File: src/rtl/i2c_irq_pkg.sv
package i2c_irq_pkg;
  localparam int REG_W = 16;
  localparam int BB_BIT = 12;
  localparam int VEC_SRC_N = 5;
  localparam int CODE_W = $clog2(VEC_SRC_N + 1);
  localparam logic [REG_W-1:0] STAT_MASK = 16'h6F1F;
  localparam logic [REG_W-1:0] EN_MASK   = 16'h601F;

  typedef enum logic [1:0] {
    SEL_EN   = 2'd0,
    SEL_STAT = 2'd1,
    SEL_VEC  = 2'd2,
    SEL_RSV  = 2'd3
  } reg_sel_e;
endpackage

File: src/rtl/i2c_evt_latch.sv
module i2c_evt_latch
  import i2c_irq_pkg::*;
#(
  parameter int W = REG_W,
  parameter logic [W-1:0] KEEP = STAT_MASK
) (
  input  logic         clk_i,
  input  logic         rst_ni,
  input  logic [W-1:0] set_i,
  input  logic [W-1:0] clr_i,
  output logic [W-1:0] q_o
);
  for (genvar b = 0; b < W; b++) begin : g_bit
    if (KEEP[b]) begin : g_flop
      logic bit_q;
      always_ff @(posedge clk_i or negedge rst_ni) begin
        if (!rst_ni)       bit_q <= 1'b0;
        else if (set_i[b]) bit_q <= 1'b1;   // new event beats clear
        else if (clr_i[b]) bit_q <= 1'b0;
      end
      assign q_o[b] = bit_q;
    end else begin : g_zero
      assign q_o[b] = 1'b0;
    end
  end
endmodule

File: src/rtl/i2c_vec_enc.sv
module i2c_vec_enc
  import i2c_irq_pkg::*;
#(
  parameter int N = VEC_SRC_N,
  parameter int CW = $clog2(N + 1)
) (
  input  logic [N-1:0]  pend_i,
  output logic [CW-1:0] code_o,
  output logic [N-1:0]  sel_o
);
  always_comb begin
    code_o = '0;
    sel_o  = '0;
    for (int i = N - 1; i >= 0; i--) begin
      if (pend_i[i]) begin
        code_o = CW'(i + 1);
        sel_o  = '0;
        sel_o[i] = 1'b1;
      end
    end
  end
endmodule

File: src/rtl/i2c_reg_port.sv
module i2c_reg_port
  import i2c_irq_pkg::*;
#(
  parameter int W = REG_W,
  parameter int AW = 2,
  parameter int N = VEC_SRC_N,
  parameter int CW = CODE_W
) (
  input  logic          clk_i,
  input  logic          rst_ni,
  input  logic [AW-1:0] addr_i,
  input  logic          wr_en_i,
  input  logic          rd_en_i,
  input  logic [W-1:0]  wdata_i,
  input  logic [W-1:0]  stat_i,
  input  logic          bus_busy_i,
  input  logic [CW-1:0] code_i,
  input  logic [N-1:0]  vsel_i,
  output logic [W-1:0]  en_o,
  output logic [W-1:0]  clr_o,
  output logic [W-1:0]  rdata_o
);
  logic [W-1:0] en_q, rd_d, stat_view;
  logic sel_en, sel_stat, sel_vec;

  assign sel_en   = addr_i == AW'(SEL_EN);
  assign sel_stat = addr_i == AW'(SEL_STAT);
  assign sel_vec  = addr_i == AW'(SEL_VEC);

  always_ff @(posedge clk_i or negedge rst_ni) begin
    if (!rst_ni) en_q <= '0;
    else if (wr_en_i && sel_en) en_q <= wdata_i & EN_MASK;
  end
  assign en_o = en_q;

  always_comb begin
    clr_o = '0;
    if (wr_en_i && sel_stat) clr_o = wdata_i;
    if (rd_en_i && sel_vec) clr_o[N-1:0] = clr_o[N-1:0] | vsel_i;
  end

  always_comb begin
    stat_view = stat_i;
    stat_view[BB_BIT] = bus_busy_i;
    rd_d = '0;
    if (sel_en)        rd_d = en_q;
    else if (sel_stat) rd_d = stat_view;
    else if (sel_vec)  rd_d = W'(code_i);
  end

  always_ff @(posedge clk_i or negedge rst_ni) begin
    if (!rst_ni)      rdata_o <= '0;
    else if (rd_en_i) rdata_o <= rd_d;
  end
endmodule

File: src/rtl/i2c_irq_stat.sv
module i2c_irq_stat
  import i2c_irq_pkg::*;
#(
  parameter int AW = 2
) (
  input  logic             clk_i,
  input  logic             rst_ni,
  input  logic [REG_W-1:0] evt_i,
  input  logic             bus_busy_i,
  input  logic [AW-1:0]    addr_i,
  input  logic             wr_en_i,
  input  logic             rd_en_i,
  input  logic [REG_W-1:0] wdata_i,
  output logic [REG_W-1:0] rdata_o,
  output logic             irq_o
);
  logic [REG_W-1:0] stat_q, en_q, clr;
  logic [CODE_W-1:0] code;
  logic [VEC_SRC_N-1:0] vsel;

  i2c_evt_latch #(.W(REG_W), .KEEP(STAT_MASK)) u_latch (
    .clk_i(clk_i), .rst_ni(rst_ni), .set_i(evt_i), .clr_i(clr), .q_o(stat_q)
  );

  i2c_vec_enc #(.N(VEC_SRC_N), .CW(CODE_W)) u_enc (
    .pend_i(stat_q[VEC_SRC_N-1:0] & en_q[VEC_SRC_N-1:0]),
    .code_o(code), .sel_o(vsel)
  );

  i2c_reg_port #(.W(REG_W), .AW(AW), .N(VEC_SRC_N), .CW(CODE_W)) u_regs (
    .clk_i(clk_i), .rst_ni(rst_ni), .addr_i(addr_i), .wr_en_i(wr_en_i),
    .rd_en_i(rd_en_i), .wdata_i(wdata_i), .stat_i(stat_q),
    .bus_busy_i(bus_busy_i), .code_i(code), .vsel_i(vsel),
    .en_o(en_q), .clr_o(clr), .rdata_o(rdata_o)
  );

  assign irq_o = |(stat_q & en_q);
endmodule

File: config.mk
export PLATFORM = sky130hd
export DESIGN_NAME = i2c_irq_stat
export DESIGN_NICKNAME = d
export VERILOG_FILES = /design/src/rtl/i2c_irq_pkg.sv /design/src/rtl/i2c_evt_latch.sv /design/src/rtl/i2c_vec_enc.sv /design/src/rtl/i2c_reg_port.sv /design/src/rtl/i2c_irq_stat.sv
export SDC_FILE = /design/constraint.sdc
export NUM_CORES = 1
export LEC_CHECK = 0
export ABC_AREA = 1
export BUFFER_PORTS_ARGS = -buffer_cell sky130_fd_sc_hd__buf_2
export CAP_MARGIN = 10
export CORE_ASPECT_RATIO = 0.8
export CORE_UTILIZATION = 48
export CTS_CLUSTER_DIAMETER = 60
export DETAILED_ROUTE_END_ITERATION = 6
export GPL_ROUTABILITY_DRIVEN = 0
export PLACE_DENSITY = 0.79
export SKIP_LAST_GASP = 1
export SYNTH_ARGS = -nofsm -noshare
export SYNTH_HDL_FRONTEND = slang
export SYNTH_SLANG_ARGS = --single-unit
File: constraint.sdc
create_clock -name clk_i -period 1.2 [get_ports clk_i]
set_input_delay 0.06 -clock clk_i [delete_from_list [all_inputs] [get_ports clk_i]]
set_output_delay 0.06 -clock clk_i [all_outputs]
set_load 0.02 [all_outputs]
==> summary.txt, run 1 <==
Route
  • Router iterations before antenna repair: 4
  • Drt initial violations: 87
  • Per-cell routed wire length: 13.5 microns
  • WL final: 3820 microns
  • Via count: 1397
  • DRC violations left: 0
  • Antenna Nets Post-Route: 0
  • Vias/cell: 4.94

Critical path
  • Crit path arrival time: about 1300 ps
  • Reg2reg start: u_latch.g_bit[0].g_flop.bit_q
  • R2R Setup Slk: -80 ps
  • WP data required: 1140 ps
  • CP Capture Type: primary output
  • R2R depth: 9
  • Crit path launch: u_latch.g_bit[0].g_flop.bit_q
  • Crit path kind: flip-flop to primary output
  • CP startpoint kind: flip-flop
  • Largest fanout on the critical path: 3
  • R2R Path End: u_latch.g_bit[4].g_flop.bit_q
  • Setup crit end: irq_o

Final layout
  • Final core utilization: 73.2%
  • Sequential Area: 751 sq um
  • Fillers: 205
  • Synthesis-to-finish area growth: 41.4%
  • Nets: 284
  • Fin area: 0.00205 sq mm
  • Most common cell after layout, fill and taps aside: nand2_1
  • Commonest cells after routing, fill and taps aside: nand2_1, buf_2, dfrtp_1, inv_1
  • N_diodes: 0
  • Share of post-route cells with drive strength above 1: 35.1%
  • Multi-input gate area: 623 sq um
  • Final Non-Filler Cells: around 280

CTS
  • Worst-path clk slew: 60 ps
  • TritonCTS Buffers: 5
  • Clock buffer depth: 2
  • Clock sinks: 30
  • Clock Latency Late Sink: 280 ps
  • Root Buffer: clkbuf_8
  • Clock tree from TritonCTS: yes
  • Max H-tree Level: 2

Floorplanning
  • IO Pins: between 50 and 60
  • Die width: approximately 64 microns
  • Core area: 0.00281 sq mm
  • Core Rows: 17
  • Initial Util: 51.7%
  • Die footprint: roughly 0.0033 sq mm
  • Die Height: 51.2 microns

Worst hold path
  • Hold path startpoint: wdata_i[1]
  • Hold WC Path Type: input pin to flip-flop
  • Worst Hold Depth: 2

Power and ir drop
  • Max IR drop VDD: about 1.0 mV
  • Comb pwr share: 27.2%
  • Pwr Total: 2.65 mW
  • Sw Share: between 30% and 40%
  • PwrDens: roughly 1300 mW/mm^2
  • Static Leak: 1.11 nW
  • Internal power: 1.84 mW
  • Sw Pwr: 813 uW
  • Clock power frac: 28.3%
  • Register share of total power: 44.5%

Placement
  • Placed Instances: 255
  • HPWL Detailed: 2330 microns
  • # port buffers: 41
  • Placed Area: roughly 0.0017 sq mm

Logic synthesis
  • Sequential fraction of the synthesis area: 51.7%
  • EDFF count, synth: 0
  • Simple-gate portion of the synthesized area: 27.6%
  • Yosys warns: 0
  • Ys async rst share: 100%
  • Avg Cell Area, Syn: roughly 8.4 sq um
  • Library cells used by synthesis: 22
  • Predominant post-synthesis flop cell: dfrtp_1
  • Yosys reg bits: 30
  • Largest family of logic cells by synthesized area: simple AND/OR/NAND/NOR gates
  • Mux cell area share after synthesis: just over 4%
  • Synthesized cell area: 0.00145 sq mm
  • Xor/xnor share of the synthesized area: 0%
  • Adder-cell area share of the yosys netlist: 0%
  • Compound-Gate Fraction of Synth Area: 7.75%
  • Post-Synthesis Cells: about 170

Timing
  • Slew Limit Fails: 0
  • Worst Skew: 6.76 ps
  • Fmax: 754 MHz
  • RSZ-0062 raised after global routing: yes
  • Crit path time final: 1330 ps
  • Final WS setup: -126 ps
  • Final setup viols: 4
  • Hold slack: 25.3 ps
  • Final Cycle Share: 110%
  • Fin. Hold Viols: 0

Global routing
  • Largest net degree at the start of global routing: 18
  • Total GRT Usage: between 20% and 30%
  • Initial antenna violation count: 0
  • First-pass GRT wire length: 5890 microns
  • Grt ovf: 0
  • Vias in the first global route: roughly 1300

Outcome
  • Failing checks: negative setup slack
  • Outcome: finished, violations left

Job
  • Max-cap check violation count: 0
-- flip-flops by register name, indices dropped and copies added (netlist names) --
name and flops:
u_latch.g_bit.g_flop.bit_q 11, u_regs.rdata_o 12, u_regs.en_o 7
-- worst min-delay path by stage --
stage | endpoint | slack, ps
after global routing | u_regs.en_o[1] | 20
after global placement | u_regs.rdata_o[4] | -20
final | u_regs.en_o[1] | 30
after CTS | u_regs.en_o[3] | 20
after detailed placement | u_regs.rdata_o[4] | -20
after floorplan | u_latch.g_bit[0].g_flop.bit_q | -240
-- routing by layer --
metal | track usage [%] | routed length, microns
met4 | 11.7 | 86
met3 | 7.37 | 263
met2 | 39.2 | 1910
met1 | 31.4 | 1550
met5 | 0 | 0
-- Yosys cell counts, drive strengths merged (4+ instances only) --
| library cell | n | area share (%) |
|---|---|---|
| mux2 | 4 | 4.1 |
| a21o | 4 | 2.1 |
| dfrtp | 30 | 52 |
| inv | 17 | 4.4 |
| nor2 | 12 | 4.3 |
| o21ai | 5 | 1.7 |
| nand2 | 59 | 16 |
| a21oi | 10 | 3.4 |
| buf | 7 | 3.5 |
| nand3 | 18 | 6.2 |
-- through the flow --
stage | setup slack (ps) | setup TNS [ps]
6_report | -126 | -311
5_1_grt | -173 | -658
4_1_cts | -135 | -265
3_5_place_dp | 63.6 | 0
3_3_place_gp | 93.4 | 0
2_1_floorplan | 204 | 0
-- final cells by class --
cell class | instances | share of cell area, %
inverters | 18 | 3.35
repair buffers | 71 | 23.6
clock buffers | 5 | 3.35
multi-input cells | 119 | 30.3
flip-flops and latches | 30 | 36.5
clock inverters | 2 | 0.487
well taps | 38 | 2.31
-- cell families after synthesis --
kind of cell    after synthesis
mux                           4
other cells                   1
compound gates               20
buf+inv                      26
simple gates                 91
flops                        30
-- repair_timing --
action | in CTS | in global routing
pin swaps | 5 | 7
endpoints found under the hold margin | 42 | 0
setup endpoints to repair | 1 | 4
resized for setup | 5 | 9
hold buffers | 13 | 0
buffers inserted | 6 | 4
-- power groups by stage --
| stage | sequential, mW | clock (mW) | combinational (mW) |
|---|---|---|---|
| 2_1_floorplan | 1.24 | 0 | 0.279 |
| 3_3_place_gp | 1.19 | 0 | 0.534 |
| 4_1_cts | 1.18 | 0.766 | 0.646 |
| 3_5_place_dp | 1.19 | 0 | 0.542 |
| 6_report | 1.18 | 0.750 | 0.721 |
| 5_1_grt | 1.19 | 0.839 | 0.787 |
-- worst max-delay path, cell delays in order (launching register included) --
cell and delay [ps]:
dfrtp_1 400, nand2_2 110, inv_2 60, nor2_4 110
nand4_1 120, buf_4 190
(Power assumes the default switching activity.)
==> run 2: changes to the inputs <==
Settings changed: BUFFER_PORTS_ARGS -buffer_cell sky130_fd_sc_hd__buf_2 to -buffer_cell sky130_fd_sc_hd__buf_4, CORE_UTILIZATION 48 to 53, PLACE_DENSITY 0.79 to 0.81, SYNTH_HIERARCHICAL set to 1.
==> summary.txt, run 2 <==
Final layout
  • Synthesis-to-finish area growth: 27.9% (was 41.4%)
  • Max reg flops: 16 (was 12)
  • Most common cell after layout, fill and taps aside: nand2_1 (unchanged)
  • Commonest cells after routing, fill and taps aside: nand2_1, buf_4, inv_1, dfrtp_1, nor2_1 (was nand2_1, buf_2, dfrtp_1, inv_1)
  • Share of post-route cells with drive strength above 1: 25.4% (was 35.1%)
  • N_diodes: 0 (unchanged)
  • Fin area: 0.00258 sq mm (was 0.00205 sq mm)
  • Nets: 388 (was 284)
  • Largest reg by FF count: u_regs/rdata_o (was u_regs.rdata_o)
  • Fillers: 301 (was 205)

CTS
  • Clock sinks: 34 (was 30)
  • TritonCTS Buffers: 5 (unchanged)
  • Clock Latency Late Sink: 280 ps (about the same)
  • Max H-tree Level: 2 (unchanged)
  • Root Buffer: clkbuf_8 (unchanged)
  • Worst-path clk slew: 70 ps (was 60 ps)
  • Clock tree from TritonCTS: yes (unchanged)
  • Clock buffer depth: 2 (unchanged)

Route
  • Via count: 1780 (was 1397)
  • Drt initial violations: 81 (was 87)
  • WL final: 4170 microns (was 3820 microns)
  • Vias/cell: 4.54 (was 4.94)
  • Antenna Nets Post-Route: 0 (unchanged)
  • Router iterations before antenna repair: 6 (was 4)
  • Per-cell routed wire length: 10.6 microns (was 13.5 microns)
  • DRC violations left: 2 (was 0)

Global routing
  • Vias in the first global route: 1612 (was 1341)
  • Largest net degree at the start of global routing: 35 (was 18)
  • Initial antenna violation count: 0 (unchanged)
  • First-pass GRT wire length: 7130 microns (was 5890 microns)
  • Total GRT Usage: 22.9% (was 24.8%)
  • Grt ovf: 0 (unchanged)

Power and ir drop
  • Pwr Total: 2.99 mW (was 2.65 mW)
  • Static Leak: 1.50 nW (was 1.11 nW)
  • PwrDens: 1160 mW/mm^2 (was 1290 mW/mm^2)
  • Max IR drop VDD: 0.722 mV (was 1.04 mV)

Timing
  • Hold slack: 7.70 ps (was 25.3 ps)
  • Fin. Hold Viols: 0 (unchanged)
  • Crit path time final: 1340 ps (was 1330 ps)
  • Fmax: 745 MHz (was 754 MHz)
  • Final WS setup: -143 ps (was -126 ps)
  • Setup_tns: -564 ps (was -311 ps)
  • Final setup viols: 8 (was 4)
  • Final Cycle Share: 112% (was 110%)
  • RSZ-0062 raised after global routing: yes (unchanged)
  • Slew Limit Fails: 0 (unchanged)
  • Worst Skew: 2.07 ps (was 6.76 ps)

Floorplanning
  • IO Pins: 56 (unchanged)
  • Core area: 0.00354 sq mm (was 0.00281 sq mm)
  • Die Height: 57.2 microns (was 51.2 microns)
  • Die footprint: 0.00406 sq mm (was 0.00325 sq mm)
  • Core Rows: 19 (was 17)
  • Initial Util: 57.0% (was 51.7%)
  • Die width: 71.0 microns (was 63.5 microns)

Critical path
  • CP Capture Type: primary output (unchanged)
  • R2R depth: 10 (was 9)
  • CP startpoint kind: flip-flop (unchanged)
  • Crit path kind: flip-flop to primary output (unchanged)
  • Crit path arrival time: 1280 ps (was 1270 ps)
  • WP data required: 1140 ps (about the same)
  • Largest fanout on the critical path: 2 (was 3)

Worst hold path
  • Hold WC Path Type: input pin to flip-flop (unchanged)
  • Worst Hold Depth: 3 (was 2)

Logic synthesis
  • Post-Synthesis Cells: 290 (was 172)
  • Synthesized cell area: 0.00202 sq mm (was 0.00145 sq mm)
  • Avg Cell Area, Syn: 6.97 sq um (was 8.45 sq um)
  • Yosys warns: 6 (was 0)

Placement
  • # port buffers: 45 (was 41)
  • Pre-CTS setup slack: -63.9 ps (was 63.6 ps)
  • Placed Area: 0.00230 sq mm (was 0.00174 sq mm)
  • HPWL Detailed: 2800 microns (was 2330 microns)

Outcome
  • Failing checks: design-rule violations, negative setup slack (was negative setup slack)
  • Outcome: finished, violations left (unchanged)

Job
  • Max-cap check violation count: 0 (unchanged)
## run 2: what timing repair did
action                                  CTS  global route
endpoints found under the setup margin    5             9
pin swaps                                12             3
gates resized for setup                   6             6
hold endpoints to repair                 45             0
hold buffers                             12             0
buffers inserted                          4             0
## run 2: area by class of cell
| class | instances | area (sq um) | share of cell area [%] |
|---|---|---|---|
| multi-input combinational | 181 | 805 | 31.1 |
| timing repair buffer | 72 | 578 | 22.4 |
| clock buffer | 7 | 86.3 | 3.34 |
| inverter | 55 | 206 | 7.99 |
| sequential | 34 | 851 | 32.9 |
| tap | 42 | 52.6 | 2.03 |
| clock inverter | 1 | 5.00 | 0.194 |
## run 2: power breakdown
group,internal [mW],leakage [nW],switching [mW]
clock,0.462,0.0482,0.389
sequential,1.25,0.395,0.0708
combinational,0.372,1.06,0.449
## run 2: worst paths after layout
path,from,end,slack [ps]
min in group asynchronous,rst_ni,u_regs/en_o[3],290
hold / removal,bus_busy_i,u_regs/rdata_o[12],8
setup / recovery,u_latch/g_bit[1].g_flop.bit_q,irq_o,-140
setup reg to reg,u_regs/en_o[0],u_latch/g_bit[3].g_flop.bit_q,-110
max in group asynchronous,rst_ni,u_regs/rdata_o[4],600
hold reg to reg,u_regs/rdata_o[12],u_regs/rdata_o[12],480
## run 2: metal layers
layer	routed length, microns	track usage [%]	part of all wire (%)	up-vias
met3	255	4.77	6.1	6
li1	-	-	-	933
met5	0	0	0	-
met4	67	8.00	1.6	0
met2	1820	36.8	44	60
met1	2030	31.3	49	781
## run 2: worst max-delay path, cell delays in order (launching register included)
cell     delay, ps
dfrtp_1        390
nand2_2         90
buf_6           90
nand2_2         40
inv_1           40
nand2_1         50
nor2_1          90
nand2_1         80
buf_6          130
## run 2: metrics by stage
| step | utilization, % | instances |
|---|---|---|
| 2_1_floorplan | - | 302 |
| 3_3_place_gp | 65.1 | 368 |
| 3_5_place_dp | 65.1 | 368 |
| 4_1_cts | 72.3 | 392 |
| 5_1_grt | 72.9 | 392 |
| 6_report | 72.9 | 392 |
==> run 3: changes to the inputs <==
Settings changed: CORE_UTILIZATION 53 to 45, MAX_ROUTING_LAYER set to met4, PLACE_DENSITY 0.81 to 0.77.
==> summary.txt, run 3 (synthesis gave the netlist of run 2 again) <==
Critical path
  • WP data required: 1380 ps (was 1140 ps)
  • Crit path arrival time: 1580 ps (was 1280 ps)
  • R2R depth: 11 (was 10)
  • Setup crit end: u_latch/g_bit[4].g_flop.bit_q (was irq_o)
  • Crit path launch: u_latch/g_bit[1].g_flop.bit_q (unchanged)
  • R2R Setup Slk: -210 ps (was -110 ps)
  • R2R Path End: u_latch/g_bit[4].g_flop.bit_q (was u_latch/g_bit[3].g_flop.bit_q)
  • Largest fanout on the critical path: 3 (was 2)
  • Reg2reg start: u_latch/g_bit[1].g_flop.bit_q (was u_regs/en_o[0])
  • CP Capture Type: flip-flop (was primary output)
  • CP startpoint kind: flip-flop (unchanged)
  • Crit path kind: flip-flop to flip-flop (was flip-flop to primary output)

Floorplanning
  • Die Height: 61.9 microns (was 57.2 microns)
  • Die width: 76.9 microns (was 71.0 microns)
  • Initial Util: 47.5% (was 57.0%)
  • Die footprint: 0.00476 sq mm (was 0.00406 sq mm)
  • Core area: 0.00426 sq mm (was 0.00354 sq mm)
  • Core Rows: 21 (was 19)
  • IO Pins: 56 (unchanged)

Route
  • Drt initial violations: 82 (was 81)
  • DRC violations left: 0 (was 2)
  • Antenna Nets Post-Route: 0 (unchanged)
  • Vias/cell: 4.33 (was 4.54)
  • Via count: 1772 (was 1780)
  • Router iterations before antenna repair: 4 (was 6)
  • Per-cell routed wire length: 9.92 microns (was 10.6 microns)
  • WL final: 4060 microns (was 4170 microns)

Final layout
  • Share of post-route cells with drive strength above 1: 26.1% (was 25.4%)
  • Synthesis-to-finish area growth: 29.7% (was 27.9%)
  • Fin area: 0.00262 sq mm (was 0.00258 sq mm)
  • Max reg flops: 16 (unchanged)
  • Commonest cells after routing, fill and taps aside: nand2_1, buf_4, inv_1, dfrtp_1, nor2_1 (unchanged)
  • Largest reg by FF count: u_regs/rdata_o (unchanged)
  • Nets: 390 (was 388)
  • N_diodes: 0 (unchanged)
  • Most common cell after layout, fill and taps aside: nand2_1 (unchanged)
  • Final core utilization: 61.6% (was 72.9%)

Power and ir drop
  • Pwr Total: 3.01 mW (was 2.99 mW)
  • Max IR drop VDD: 0.661 mV (was 0.722 mV)
  • PwrDens: 1150 mW/mm^2 (was 1160 mW/mm^2)
  • Static Leak: 1.51 nW (was 1.50 nW)

Placement
  • # port buffers: 45 (unchanged)
  • HPWL Detailed: 2890 microns (was 2800 microns)
  • Placed Area: 0.00234 sq mm (was 0.00230 sq mm)

CTS
  • Worst-path clk slew: 70 ps (about the same)
  • Max H-tree Level: 2 (unchanged)
  • Root Buffer: clkbuf_8 (unchanged)
  • Clock tree from TritonCTS: yes (unchanged)
  • TritonCTS Buffers: 5 (unchanged)
  • Clock buffer depth: 2 (unchanged)
  • Clock sinks: 34 (unchanged)
  • Clock Latency Late Sink: 280 ps (about the same)

Timing
  • RSZ-0062 raised after global routing: yes (unchanged)
  • Final setup viols: 6 (was 8)
  • Worst Skew: 8.73 ps (was 2.07 ps)
  • Final WS setup: -207 ps (was -143 ps)
  • Fmax: 711 MHz (was 745 MHz)
  • Final Cycle Share: 117% (was 112%)
  • Crit path time final: 1410 ps (was 1340 ps)
  • Fin. Hold Viols: 0 (unchanged)
  • Hold slack: 3.63 ps (was 7.70 ps)
  • Slew Limit Fails: 0 (unchanged)

Global routing
  • Vias in the first global route: 1475 (was 1612)
  • Grt ovf: 0 (unchanged)
  • Largest net degree at the start of global routing: 35 (unchanged)
  • Total GRT Usage: 18.5% (was 22.9%)
  • Initial antenna violation count: 0 (unchanged)
  • First-pass GRT wire length: 6460 microns (was 7130 microns)

Job
  • Max-cap check violation count: 0 (unchanged)

Outcome
  • Failing checks: negative setup slack (was design-rule violations, negative setup slack)
  • Outcome: finished, violations left (unchanged)

Worst hold path
  • Hold WC Path Type: input pin to flip-flop (unchanged)
  • Hold path startpoint: bus_busy_i (unchanged)
run 3: cell count changes in the layout (fill, tap and decap cells not counted), sizes merged:
cell  delta
buf      +2
run 3: cell type report:
type | instances | area, sq um
clock buffers | 7 | 86.3
clock inverters | 1 | 5.00
fillers | 403 | 1640
inverters | 55 | 211
multi-input cells | 181 | 803
flip-flops and latches | 34 | 851
well taps | 57 | 71.3
repair buffers | 74 | 593
run 3: what timing repair did:
item | 4_1_cts | 5_1_grt
resized for setup | 4 | 12
hold buffers | 12 | 0
pin swaps | 9 | 11
buffers inserted | 3 | 1
hold endpoints to repair | 45 | 0
endpoints found under the setup margin | 4 | 8
run 3: worst max-delay path: stages, from the launching register on:
cell and delay, ps:
dfrtp_1 390, nand2_2 80, buf_4 120, inv_4 30, inv_2 80, nand2_4 60
nor2_1 130, inv_1 60, o22ai_1 170, inv_1 50, nand2_1 70, nand2_1 50
run 3: how the worst min path moves through the flow:
stage | slack (ps) | endpoint | depth (start not counted)
floorplan | -240 | u_latch/g_bit[0].g_flop.bit_q | 0
global placement | 40 | u_latch/g_bit[1].g_flop.bit_q | 1
detailed placement | 30 | u_latch/g_bit[1].g_flop.bit_q | 1
CTS | 0.2 | u_regs/rdata_o[12] | 3
global route | 20 | u_regs/rdata_o[12] | 3
finish | 4 | u_regs/rdata_o[12] | 3
run 3: where the power goes:
part           total [mW]  switching [mW]  internal, mW
Clock               0.854           0.392         0.462
Combinational       0.835           0.454         0.382
Sequential           1.32          0.0700          1.25
Total                3.01           0.916          2.09
run 3: routing by layer:
| metal | GRT usage [%] | part of all wire, % | vias up |
|---|---|---|---|
| li1 | - | - | 938 |
| met1 | 24.9 | 49 | 777 |
| met2 | 27.4 | 44 | 49 |
| met3 | 3.50 | 5.1 | 8 |
| met4 | 7.97 | 1.5 | 0 |
| met5 | - | 0 | - |
run 3: per-stage QoR:
step / cells / TNS (ps) / setup slack (ps)
4_1_cts: 408 / -396 / -188
3_3_place_gp: 385 / -24.4 / -12.9
6_report: 409 / -575 / -207
3_5_place_dp: 385 / -121 / -80.3
5_1_grt: 409 / -1410 / -302
2_1_floorplan: 302 / -87.5 / -44.3
